$ cat src/rtl/llsc_pkg.sv
package llsc_pkg;

  typedef enum logic [2:0] {
    RK_LOAD   = 3'd0,
    RK_STORE  = 3'd1,
    RK_LREAD  = 3'd2,
    RK_LWRITE = 3'd3,
    RK_RMWR   = 3'd4,
    RK_RMWW   = 3'd5,
    RK_RSV6   = 3'd6,
    RK_RSV7   = 3'd7
  } req_kind_e;

  typedef enum logic [1:0] {
    EK_ALLOC   = 2'd0,
    EK_DEALLOC = 2'd1,
    EK_PERM    = 2'd2,
    EK_NOP     = 2'd3
  } ev_kind_e;

  typedef enum logic [1:0] {
    IT_LOAD   = 2'd0,
    IT_STORE  = 2'd1,
    IT_ATOMIC = 2'd2,
    IT_RSV    = 2'd3
  } iss_type_e;

  // Conditional-store failure is 2'b10, which reads as -2 in two bits.
  typedef enum logic [1:0] {
    RS_DONE   = 2'd0,
    RS_BUSY   = 2'd1,
    RS_SCFAIL = 2'd2,
    RS_SPAN   = 2'd3
  } resp_stat_e;

  typedef struct packed {
    resp_stat_e stat;
    logic       issue;
    iss_type_e  itype;
  } verdict_t;

  function automatic logic tracks_line(req_kind_e k);
    return k inside {RK_STORE, RK_LREAD, RK_LWRITE, RK_RMWR, RK_RMWW};
  endfunction

  function automatic iss_type_e kind_to_type(req_kind_e k);
    case (k)
      RK_STORE, RK_LREAD, RK_LWRITE: return IT_STORE;
      RK_RMWR, RK_RMWW:              return IT_ATOMIC;
      default:                       return IT_LOAD;
    endcase
  endfunction

endpackage

$ cat src/rtl/llsc_tag_dir.sv
module llsc_tag_dir #(
  parameter int SETS  = 16,
  parameter int WAYS  = 4,
  parameter int TAG_W = 6,
  parameter int NLOOK = 3,
  localparam int SET_W = $clog2(SETS),
  localparam int WAY_W = $clog2(WAYS)
) (
  input  logic             clk,
  input  logic             rst_n,
  input  logic             wr_en,
  input  logic [SET_W-1:0] wr_set,
  input  logic [WAY_W-1:0] wr_way,
  input  logic [TAG_W-1:0] wr_tag,
  input  logic             wr_vld,
  input  logic [SET_W-1:0] lk_set [NLOOK],
  input  logic [TAG_W-1:0] lk_tag [NLOOK],
  output logic             lk_hit [NLOOK],
  output logic [WAY_W-1:0] lk_way [NLOOK]
);

  logic [WAYS-1:0]  vld_q [SETS];
  logic [TAG_W-1:0] tag_q [SETS][WAYS];

  always_ff @(posedge clk or negedge rst_n) begin
    if (!rst_n) begin
      for (int s = 0; s < SETS; s++) begin
        vld_q[s] <= '0;
        for (int w = 0; w < WAYS; w++) tag_q[s][w] <= '0;
      end
    end else if (wr_en) begin
      vld_q[wr_set][wr_way] <= wr_vld;
      if (wr_vld) tag_q[wr_set][wr_way] <= wr_tag;
    end
  end

  // One independent compare bank per lookup port.
  for (genvar p = 0; p < NLOOK; p++) begin : g_look
    logic             hit_l;
    logic [WAY_W-1:0] way_l;
    always_comb begin
      hit_l = 1'b0;
      way_l = '0;
      for (int w = 0; w < WAYS; w++) begin
        if (vld_q[lk_set[p]][w] && (tag_q[lk_set[p]][w] == lk_tag[p])) begin
          hit_l = 1'b1;
          way_l = WAY_W'(w);
        end
      end
    end
    assign lk_hit[p] = hit_l;
    assign lk_way[p] = way_l;
  end

endmodule

$ cat src/rtl/llsc_owner_array.sv
module llsc_owner_array #(
  parameter int SETS  = 16,
  parameter int WAYS  = 4,
  parameter int CTX_W = 4,
  localparam int SET_W = $clog2(SETS),
  localparam int WAY_W = $clog2(WAYS)
) (
  input  logic             clk,
  input  logic             rst_n,
  input  logic             drop_en,
  input  logic [SET_W-1:0] drop_set,
  input  logic [WAY_W-1:0] drop_way,
  input  logic             mark_en,
  input  logic [SET_W-1:0] mark_set,
  input  logic [WAY_W-1:0] mark_way,
  input  logic [CTX_W-1:0] mark_ctx,
  input  logic             wipe_en,
  input  logic [SET_W-1:0] wipe_set,
  input  logic [WAY_W-1:0] wipe_way,
  input  logic [SET_W-1:0] rd_set,
  input  logic [WAY_W-1:0] rd_way,
  output logic [CTX_W-1:0] rd_owner
);

  localparam logic [CTX_W-1:0] NO_OWNER = '1;

  logic [CTX_W-1:0] own_q [SETS][WAYS];
  logic [CTX_W-1:0] own_d [SETS][WAYS];
  logic             upd;

  // Later statements win: line events beat a new reservation.
  always_comb begin
    own_d = own_q;
    if (drop_en) own_d[drop_set][drop_way] = NO_OWNER;
    if (mark_en) own_d[mark_set][mark_way] = mark_ctx;
    if (wipe_en) own_d[wipe_set][wipe_way] = NO_OWNER;
  end

  assign upd = drop_en | mark_en | wipe_en;

  always_ff @(posedge clk or negedge rst_n) begin
    if (!rst_n) begin
      for (int s = 0; s < SETS; s++)
        for (int w = 0; w < WAYS; w++) own_q[s][w] <= NO_OWNER;
    end else if (upd) begin
      own_q <= own_d;
    end
  end

  assign rd_owner = own_q[rd_set][rd_way];

endmodule

$ cat src/rtl/llsc_pend_table.sv
module llsc_pend_table #(
  parameter int DEPTH  = 4,
  parameter int LINE_W = 10,
  localparam int IDX_W = $clog2(DEPTH)
) (
  input  logic              clk,
  input  logic              rst_n,
  input  logic [LINE_W-1:0] chk_line,
  output logic              chk_hit,
  output logic              full,
  input  logic              ins_en,
  input  logic [LINE_W-1:0] ins_line,
  input  logic              free_en,
  input  logic [LINE_W-1:0] free_line
);

  logic [DEPTH-1:0]  vld_q, vld_d;
  logic [LINE_W-1:0] line_q [DEPTH];
  logic [LINE_W-1:0] line_d [DEPTH];
  logic [IDX_W-1:0]  slot;
  logic              upd;

  always_comb begin
    chk_hit = 1'b0;
    for (int i = 0; i < DEPTH; i++)
      if (vld_q[i] && (line_q[i] == chk_line)) chk_hit = 1'b1;
  end

  assign full = &vld_q;

  // Lowest free entry.
  always_comb begin
    slot = '0;
    for (int i = DEPTH - 1; i >= 0; i--)
      if (!vld_q[i]) slot = IDX_W'(i);
  end

  always_comb begin
    vld_d  = vld_q;
    line_d = line_q;
    if (free_en) begin
      for (int i = 0; i < DEPTH; i++)
        if (vld_q[i] && (line_q[i] == free_line)) vld_d[i] = 1'b0;
    end
    if (ins_en && !full) begin
      vld_d[slot]  = 1'b1;
      line_d[slot] = ins_line;
    end
  end

  assign upd = ins_en | free_en;

  always_ff @(posedge clk or negedge rst_n) begin
    if (!rst_n) begin
      vld_q <= '0;
      for (int i = 0; i < DEPTH; i++) line_q[i] <= '0;
    end else if (upd) begin
      vld_q  <= vld_d;
      line_q <= line_d;
    end
  end

endmodule

$ cat src/rtl/llsc_resv_monitor.sv
module llsc_resv_monitor
  import llsc_pkg::*;
#(
  parameter int ADDR_W     = 16,
  parameter int LINE_BYTES = 64,
  parameter int SETS       = 16,
  parameter int WAYS       = 4,
  parameter int CTX_W      = 4,
  parameter int PEND_DEPTH = 4
) (
  input  logic                          clk,
  input  logic                          rst_n,
  input  logic                          req_valid,
  input  logic [2:0]                    req_kind,
  input  logic [ADDR_W-1:0]             req_addr,
  input  logic [$clog2(LINE_BYTES):0]   req_len,
  input  logic [CTX_W-1:0]              req_ctx,
  input  logic                          cmp_valid,
  input  logic                          cmp_lock,
  input  logic [ADDR_W-1:0]             cmp_addr,
  input  logic [CTX_W-1:0]              cmp_ctx,
  input  logic                          ev_valid,
  input  logic [1:0]                    ev_kind,
  input  logic [ADDR_W-1:0]             ev_addr,
  input  logic [$clog2(WAYS)-1:0]       ev_way,
  output logic                          resp_valid,
  output logic [1:0]                    resp_status,
  output logic                          iss_valid,
  output logic [1:0]                    iss_type,
  output logic [ADDR_W-1:0]             iss_addr,
  output logic                          miss_err
);

  localparam int OFF_W  = $clog2(LINE_BYTES);
  localparam int SET_W  = $clog2(SETS);
  localparam int WAY_W  = $clog2(WAYS);
  localparam int TAG_W  = ADDR_W - OFF_W - SET_W;
  localparam int LINE_W = ADDR_W - OFF_W;
  localparam int LEN_W  = OFF_W + 1;
  localparam int NLOOK  = 3;
  localparam int LK_REQ = 0;
  localparam int LK_CMP = 1;
  localparam int LK_EV  = 2;
  localparam logic [CTX_W-1:0] NO_OWNER = '1;

  // ---------------- address split for the three lookup ports
  logic [ADDR_W-1:0] lk_addr [NLOOK];
  logic [SET_W-1:0]  lk_set  [NLOOK];
  logic [TAG_W-1:0]  lk_tag  [NLOOK];
  logic              lk_hit  [NLOOK];
  logic [WAY_W-1:0]  lk_way  [NLOOK];

  assign lk_addr[LK_REQ] = req_addr;
  assign lk_addr[LK_CMP] = cmp_addr;
  assign lk_addr[LK_EV]  = ev_addr;

  for (genvar p = 0; p < NLOOK; p++) begin : g_split
    assign lk_set[p] = lk_addr[p][OFF_W +: SET_W];
    assign lk_tag[p] = lk_addr[p][ADDR_W-1 -: TAG_W];
  end

  // ---------------- line events
  ev_kind_e         ev_k;
  logic             dir_wr_en;
  logic             dir_wr_vld;
  logic [WAY_W-1:0] ev_tgt_way;
  logic             wipe_en;

  always_comb begin
    ev_k       = ev_kind_e'(ev_kind);
    dir_wr_vld = (ev_k == EK_ALLOC);
    ev_tgt_way = (ev_k == EK_ALLOC) ? ev_way : lk_way[LK_EV];
    dir_wr_en  = ev_valid &&
                 ((ev_k == EK_ALLOC) || ((ev_k == EK_DEALLOC) && lk_hit[LK_EV]));
    wipe_en    = ev_valid &&
                 ((ev_k == EK_ALLOC) ||
                  (((ev_k == EK_DEALLOC) || (ev_k == EK_PERM)) && lk_hit[LK_EV]));
  end

  llsc_tag_dir #(
    .SETS (SETS),
    .WAYS (WAYS),
    .TAG_W(TAG_W),
    .NLOOK(NLOOK)
  ) u_tag_dir (
    .clk   (clk),
    .rst_n (rst_n),
    .wr_en (dir_wr_en),
    .wr_set(lk_set[LK_EV]),
    .wr_way(ev_tgt_way),
    .wr_tag(lk_tag[LK_EV]),
    .wr_vld(dir_wr_vld),
    .lk_set(lk_set),
    .lk_tag(lk_tag),
    .lk_hit(lk_hit),
    .lk_way(lk_way)
  );

  // ---------------- request decision
  req_kind_e        rq_k;
  logic [LEN_W:0]   span_end;
  logic             span_bad;
  logic             pend_hit;
  logic             pend_full;
  logic             busy;
  logic [CTX_W-1:0] rq_owner;
  logic             sc_match;
  logic             is_sc;
  verdict_t         vd;
  logic             req_miss;
  logic             cmp_miss;
  logic             drop_en;
  logic             mark_en;
  logic             ins_en;

  always_comb begin
    rq_k     = req_kind_e'(req_kind);
    is_sc    = (rq_k == RK_LWRITE);
    span_end = (LEN_W+1)'(req_addr[OFF_W-1:0]) + (LEN_W+1)'(req_len);
    span_bad = span_end > (LEN_W+1)'(LINE_BYTES);
    busy     = tracks_line(rq_k) && (pend_hit || pend_full);
    sc_match = lk_hit[LK_REQ] && (rq_owner != NO_OWNER) && (rq_owner == req_ctx);

    vd.itype = kind_to_type(rq_k);
    vd.issue = 1'b0;
    if (span_bad)               vd.stat = RS_SPAN;
    else if (busy)              vd.stat = RS_BUSY;
    else if (is_sc && !sc_match) vd.stat = RS_SCFAIL;
    else begin
      vd.stat  = RS_DONE;
      vd.issue = 1'b1;
    end

    req_miss = req_valid && is_sc && !span_bad && !busy && !lk_hit[LK_REQ];
    cmp_miss = cmp_valid && cmp_lock && !lk_hit[LK_CMP];
    drop_en  = req_valid && vd.issue && is_sc;
    ins_en   = req_valid && vd.issue && tracks_line(rq_k);
    mark_en  = cmp_valid && cmp_lock && lk_hit[LK_CMP];
  end

  llsc_owner_array #(
    .SETS (SETS),
    .WAYS (WAYS),
    .CTX_W(CTX_W)
  ) u_owner (
    .clk     (clk),
    .rst_n   (rst_n),
    .drop_en (drop_en),
    .drop_set(lk_set[LK_REQ]),
    .drop_way(lk_way[LK_REQ]),
    .mark_en (mark_en),
    .mark_set(lk_set[LK_CMP]),
    .mark_way(lk_way[LK_CMP]),
    .mark_ctx(cmp_ctx),
    .wipe_en (wipe_en),
    .wipe_set(lk_set[LK_EV]),
    .wipe_way(ev_tgt_way),
    .rd_set  (lk_set[LK_REQ]),
    .rd_way  (lk_way[LK_REQ]),
    .rd_owner(rq_owner)
  );

  llsc_pend_table #(
    .DEPTH (PEND_DEPTH),
    .LINE_W(LINE_W)
  ) u_pend (
    .clk      (clk),
    .rst_n    (rst_n),
    .chk_line (req_addr[ADDR_W-1:OFF_W]),
    .chk_hit  (pend_hit),
    .full     (pend_full),
    .ins_en   (ins_en),
    .ins_line (req_addr[ADDR_W-1:OFF_W]),
    .free_en  (cmp_valid),
    .free_line(cmp_addr[ADDR_W-1:OFF_W])
  );

  // ---------------- registered response
  logic              resp_valid_d, resp_valid_q;
  logic              iss_valid_d,  iss_valid_q;
  logic              err_d,        err_q;
  resp_stat_e        stat_q;
  iss_type_e         type_q;
  logic [ADDR_W-1:0] addr_q;

  always_comb begin
    resp_valid_d = req_valid;
    iss_valid_d  = req_valid && vd.issue;
    err_d        = req_miss || cmp_miss;
  end

  always_ff @(posedge clk or negedge rst_n) begin
    if (!rst_n) begin
      resp_valid_q <= 1'b0;
      iss_valid_q  <= 1'b0;
      err_q        <= 1'b0;
      stat_q       <= RS_DONE;
      type_q       <= IT_LOAD;
      addr_q       <= '0;
    end else begin
      resp_valid_q <= resp_valid_d;
      iss_valid_q  <= iss_valid_d;
      err_q        <= err_d;
      if (req_valid) begin
        stat_q <= vd.stat;
        type_q <= vd.itype;
        addr_q <= req_addr;
      end
    end
  end

  assign resp_valid  = resp_valid_q;
  assign resp_status = stat_q;
  assign iss_valid   = iss_valid_q;
  assign iss_type    = type_q;
  assign iss_addr    = addr_q;
  assign miss_err    = err_q;

endmodule

$ cat config.mk
export PLATFORM = sky130hd
export DESIGN_NAME = llsc_resv_monitor
export DESIGN_NICKNAME = d
export VERILOG_FILES = /design/src/rtl/llsc_pkg.sv /design/src/rtl/llsc_tag_dir.sv /design/src/rtl/llsc_owner_array.sv /design/src/rtl/llsc_pend_table.sv /design/src/rtl/llsc_resv_monitor.sv
export SDC_FILE = /design/constraint.sdc
export NUM_CORES = 2
export LEC_CHECK = 0
export BUFFER_PORTS_ARGS = -buffer_cell sky130_fd_sc_hd__buf_4
export CORE_ASPECT_RATIO = 1.4
export CORE_MARGIN = 2
export CORE_UTILIZATION = 58
export DETAILED_ROUTE_END_ITERATION = 16
export HOLD_SLACK_MARGIN = 0.15
export PLACE_DENSITY_LB_ADDON = 0.05
export SLEW_MARGIN = 5
export SYNTH_ARGS = -nofsm -noshare
export SYNTH_HDL_FRONTEND = slang
export SYNTH_SLANG_ARGS = --single-unit
$ cat constraint.sdc
create_clock -name clk -period 4.3 [get_ports clk]
set_input_delay 0.86 -clock clk [delete_from_list [all_inputs] [get_ports clk]]
set_output_delay 0.86 -clock clk [all_outputs]
set_load 0.01 [all_outputs]
==> key figures <==
Detailed routing
  – Via count: ~38000
  – Vias per cell: between 7 and 8
  – Post-DR wirelength/cell: approximately 35 um
  – Post-route DRC: 0
  – 1st-pass router iterations: 12
  – Routed Antenna Nets: 0
  – Initial drt markers: roughly 4300
  – WL final: between 150000 and 200000 um

Clock tree
  – Clock latency on the worst-skew pair: approximately 0.66 ns
  – CTS Hold Bufs: 0
  – # clock sinks: roughly 770
  – Root buffer selected by CTS: clkbuf_16
  – Longest Clk Path Bufs: 3
  – H-tree Lvls: 3
  – Clk pin slew, worst setup/hold paths: about 0.06 ns
  – CTS Buf Count: 80
  – CTS tree: done

GRT
  – Largest net degree at the start of global routing: 105
  – Antenna violations before repair: 6
  – Vias in the first global route: around 39000
  – Global Route Usage Sum: between 40% and 50%
  – Global-route wire length before repair: roughly 260000 um
  – Gr ovfl total: 0

Placement
  – Port buffer count: 86
  – Pre-CTS setup slack: -1.051 ns
  – Placed instance area: about 53000 um2
  – Gp weighted congestion: 0.9673
  – Dpl hpwl: 124000 um

Critical path
  – Worst Path Max Fanout: 5
  – CP startpoint kind: primary input
  – WS Path Type: primary input to flop
  – Setup crit end kind: flop
  – Worst path arrival time: 5.11 ns
  – Worst EP required: 4.89 ns

Timing
  – Slack of the critical path: -0.2157 ns
  – Final setup violation count: about 170
  – Final Critical Period: around 4.5 ns
  – Slew headroom: a little under a quarter
  – Slew @ Worst Pin: roughly 1.2 ns
  – RSZ-0062 raised after global routing: yes
  – Clk_skew: between 0.015 and 0.02 ns
  – Hold WS: 0.3742 ns
  – Slew Limit Fails: 0
  – Post-route clock period utilization: 105.0%
  – Endpoints failing hold: 0
  – Fmax achieved: about 220 MHz

Run status
  – Outcome: complete, but fails checks
  – Failing checks: negative setup slack

Layout
  – Layout cells sized above 1: a little over half
  – Design Area, Final: 58000 um2
  – Final net count: roughly 4100
  – Final core utilization: slightly above 70%
  – Layout Area Growth over Synthesis: 22.93%

Die
  – DIE WIDTH: 245.1 um
  – Die area: around 84000 um2
  – Initial cell density of the core: between 50% and 60%
  – # IOs: around 100
  – # rows: approximately 120
  – Die H: about 340 um
  – Core ar.: 80490 um2

Synthesis
  – Syn Inst Count: 3604
  – Post-synth ARST share: 100.0%
  – #FFs+latches synth: 771
  – Unique masters post-synth: between 80 and 90
  – Number of synthesized flops with an enable pin: 0
  – Synth Area per Inst: between 10 and 15 um2
  – Sequential share of the synthesized area: between 40% and 50%
  – Netlist Area Pre-Place: 47180 um2
  – Syn nets: 3689
  – Yosys warnings: 0
  – Commonest register cell after synthesis: dfrtp_1

Pwr
  – Total internal power: around 14 mW
  – Flop pwr share: 44.2%
  – Lkg Pwr: ~25 nW
  – Maximum vdd drop: between 300 and 400 uV
  – Switch Pwr: 5.507 mW
  – Pwr Density: 335.2 nW/um2
  – Switch share: approximately 28%
  – Clock power frac: a little under two fifths
  – Power share of the combinational group: between 10% and 20%
  – Total chip power: 19.44 mW

Worst hold path
  – Worst hold path type: primary input to asynchronous set/reset pin

Flow run
  – MaxCap Viol Count: 0
## critical path: stages
cell and delay (ns):
clkbuf_16 0.16, clkbuf_16 0.17, mux4_2 0.51, mux2i_2 0.22, mux2i_2 0.14, xor2_1 0.20
or4b_4 0.52, or4b_4 0.55, o311ai_4 0.09, nor4_4 0.08, nor4_2 0.21, buf_4 0.21
nand2_8 0.06, buf_12 0.14, buf_8 0.12, o41ai_4 0.48, buf_4 0.22, o22a_1 0.15
## worst paths after layout
check	endpoint	depth (start not counted)	slack, ns	from
min reg2reg	u_owner.own_q[59]$_DFFE_PN1P_	1	0.49	u_owner.own_q[59]$_DFFE_PN1P_
min	u_tag_dir.vld_q[28]$_DFFE_PN0P_	1	0.37	rst_n
min in group clk	iss_addr[4]$_DFFE_PN0P_	2	0.45	req_addr[4]
max in group asynchronous	iss_addr[2]$_DFFE_PN0P_	2	2.91	rst_n
max reg2reg	u_owner.own_q[239]$_DFFE_PN1P_	16	-0.17	u_tag_dir.tag_q[346]$_DFFE_PN0P_
max	u_owner.own_q[239]$_DFFE_PN1P_	18	-0.22	req_addr[7]
## power groups by stage
stage | registers (mW) | clock network (mW) | logic, mW
finish | 8.58 | 7.21 | 3.65
global route | 8.63 | 7.53 | 3.86
CTS | 8.55 | 7.24 | 3.46
detailed placement | 8.66 | 0 | 3.33
global placement | 8.60 | 0 | 3.24
floorplan | 8.47 | 0 | 2.18
## kinds of logic (layout without fill, tap and decap cells)
group,Yosys count,after routing,share of synthesized area [%]
AND/OR/NAND/NOR,705,706,7.428
AO/OA/AOI/OAI,549,550,8.863
flip-flops,771,771,41.57
other,0,1,0
multiplexers,1043,1043,35.16
adder cells (fa/ha/maj),9,9,0.2546
buffers and inverters,365,817,3.713
XOR/XNOR,162,162,3.007
## cell type report
cell class	count	area, um2
well taps	1062	1329
diodes	1	2.502
clock inverters	31	351.6
multi-input cells	2470	28030
flip-flops and latches	771	19610
clock buffers	113	2291
repair buffers	650	6297
inverters	23	86.33
fillers	5423	22490
## routing by layer
| layer | share of wire, % | wire (um) | vias up | GRT usage [%] |
|---|---|---|---|---|
| li1 | - | - | 14970 | - |
| met2 | 47 | 83670 | 2499 | 66.61 |
| met5 | 0.065 | 115 | - | 0.8074 |
| met3 | 9.0 | 15980 | 750 | 8.039 |
| met4 | 9.1 | 16150 | 7 | 30.92 |
| met1 | 35 | 61810 | 19580 | 51.59 |
## cells in the mapped netlist, types with 8 or more instances
cell         n  area (um2)
o21ai_0    100       500.5
nand2b_1    19       118.9
or2_2       11       68.82
buf_4       22       165.2
a21oi_1     28       140.1
a22oi_1     18       135.1
buf_2       29       145.1
a31oi_1     21       131.4
nor4_1      20       125.1
xor2_1      57       499.2
nand2_1    181       679.4
nand4_1     77       481.7
o311ai_0    64       560.5
nand3_1    128       640.6
ha_1         8       100.1
inv_1       21       78.83
dfstp_2    256        6726
mux2_2     446        5022
a22o_1      23       201.4
nor2_1     155       581.8
a21o_1      13       97.59
a2bb2oi_1   41       359.1
o22ai_1     68       425.4
o41ai_2     15       244.0
and3_1      10       62.56
buf_6       29       326.6
xnor2_1    105       919.6
buf_1       49       183.9
a32oi_1      9       78.83
and2_1      11       68.82
mux4_1      13       341.6
or4_4       10       112.6
or4_1        8       60.06
dfrtp_1    515       12890
o21ai_1      8       40.04
nor2b_1     17       106.4
nor3_1      27       135.1
mux2i_1    153        1531
mux4_2     430        9684
clkbuf_1   209       784.5
o22a_1      92       805.8
## per-stage QoR
step	TNS, ns	cells
floorplan	-74.86	3604
global placement	-274.77	4916
detailed placement	-298.13	4916
CTS	-10.94	5081
global route	-30.50	5121
finish	-11.04	5121
## state kept, by name, summed over array words and instances (netlist names)
signal / cells
iss_addr: 16
iss_valid: 1
u_tag_dir.vld_q: 64
u_tag_dir.tag_q: 384
resp_valid: 1
iss_type: 2
u_pend.vld_q: 4
miss_err: 1
resp_status: 2
u_pend.line_q: 40
u_owner.own_q: 256
## repair_timing
| item | in CTS | in global routing |
|---|---|---|
| hold endpoints to repair | 0 | 0 |
| endpoints found under the setup margin | 356 | 368 |
| setup buffers | 16 | 29 |
| gates resized for setup | 89 | 293 |
| cloned | 5 | 14 |
| pin swaps | 33 | 77 |
## layout by cell type (no fill, tap or decap), types with 68 or more instances in the layout
cell type	instances
xnor2_1	101
mux4_2	433
dfstp_2	256
nor2_1	150
clkbuf_16	95
buf_12	70
nand2_1	178
mux2i_1	144
o22ai_1	68
nand3_1	78
buf_4	521
nand4_1	77
mux2_2	420
dfrtp_1	515
o22a_1	92
o21ai_0	95
No activity file was read; power rests on OpenSTA's default activity.
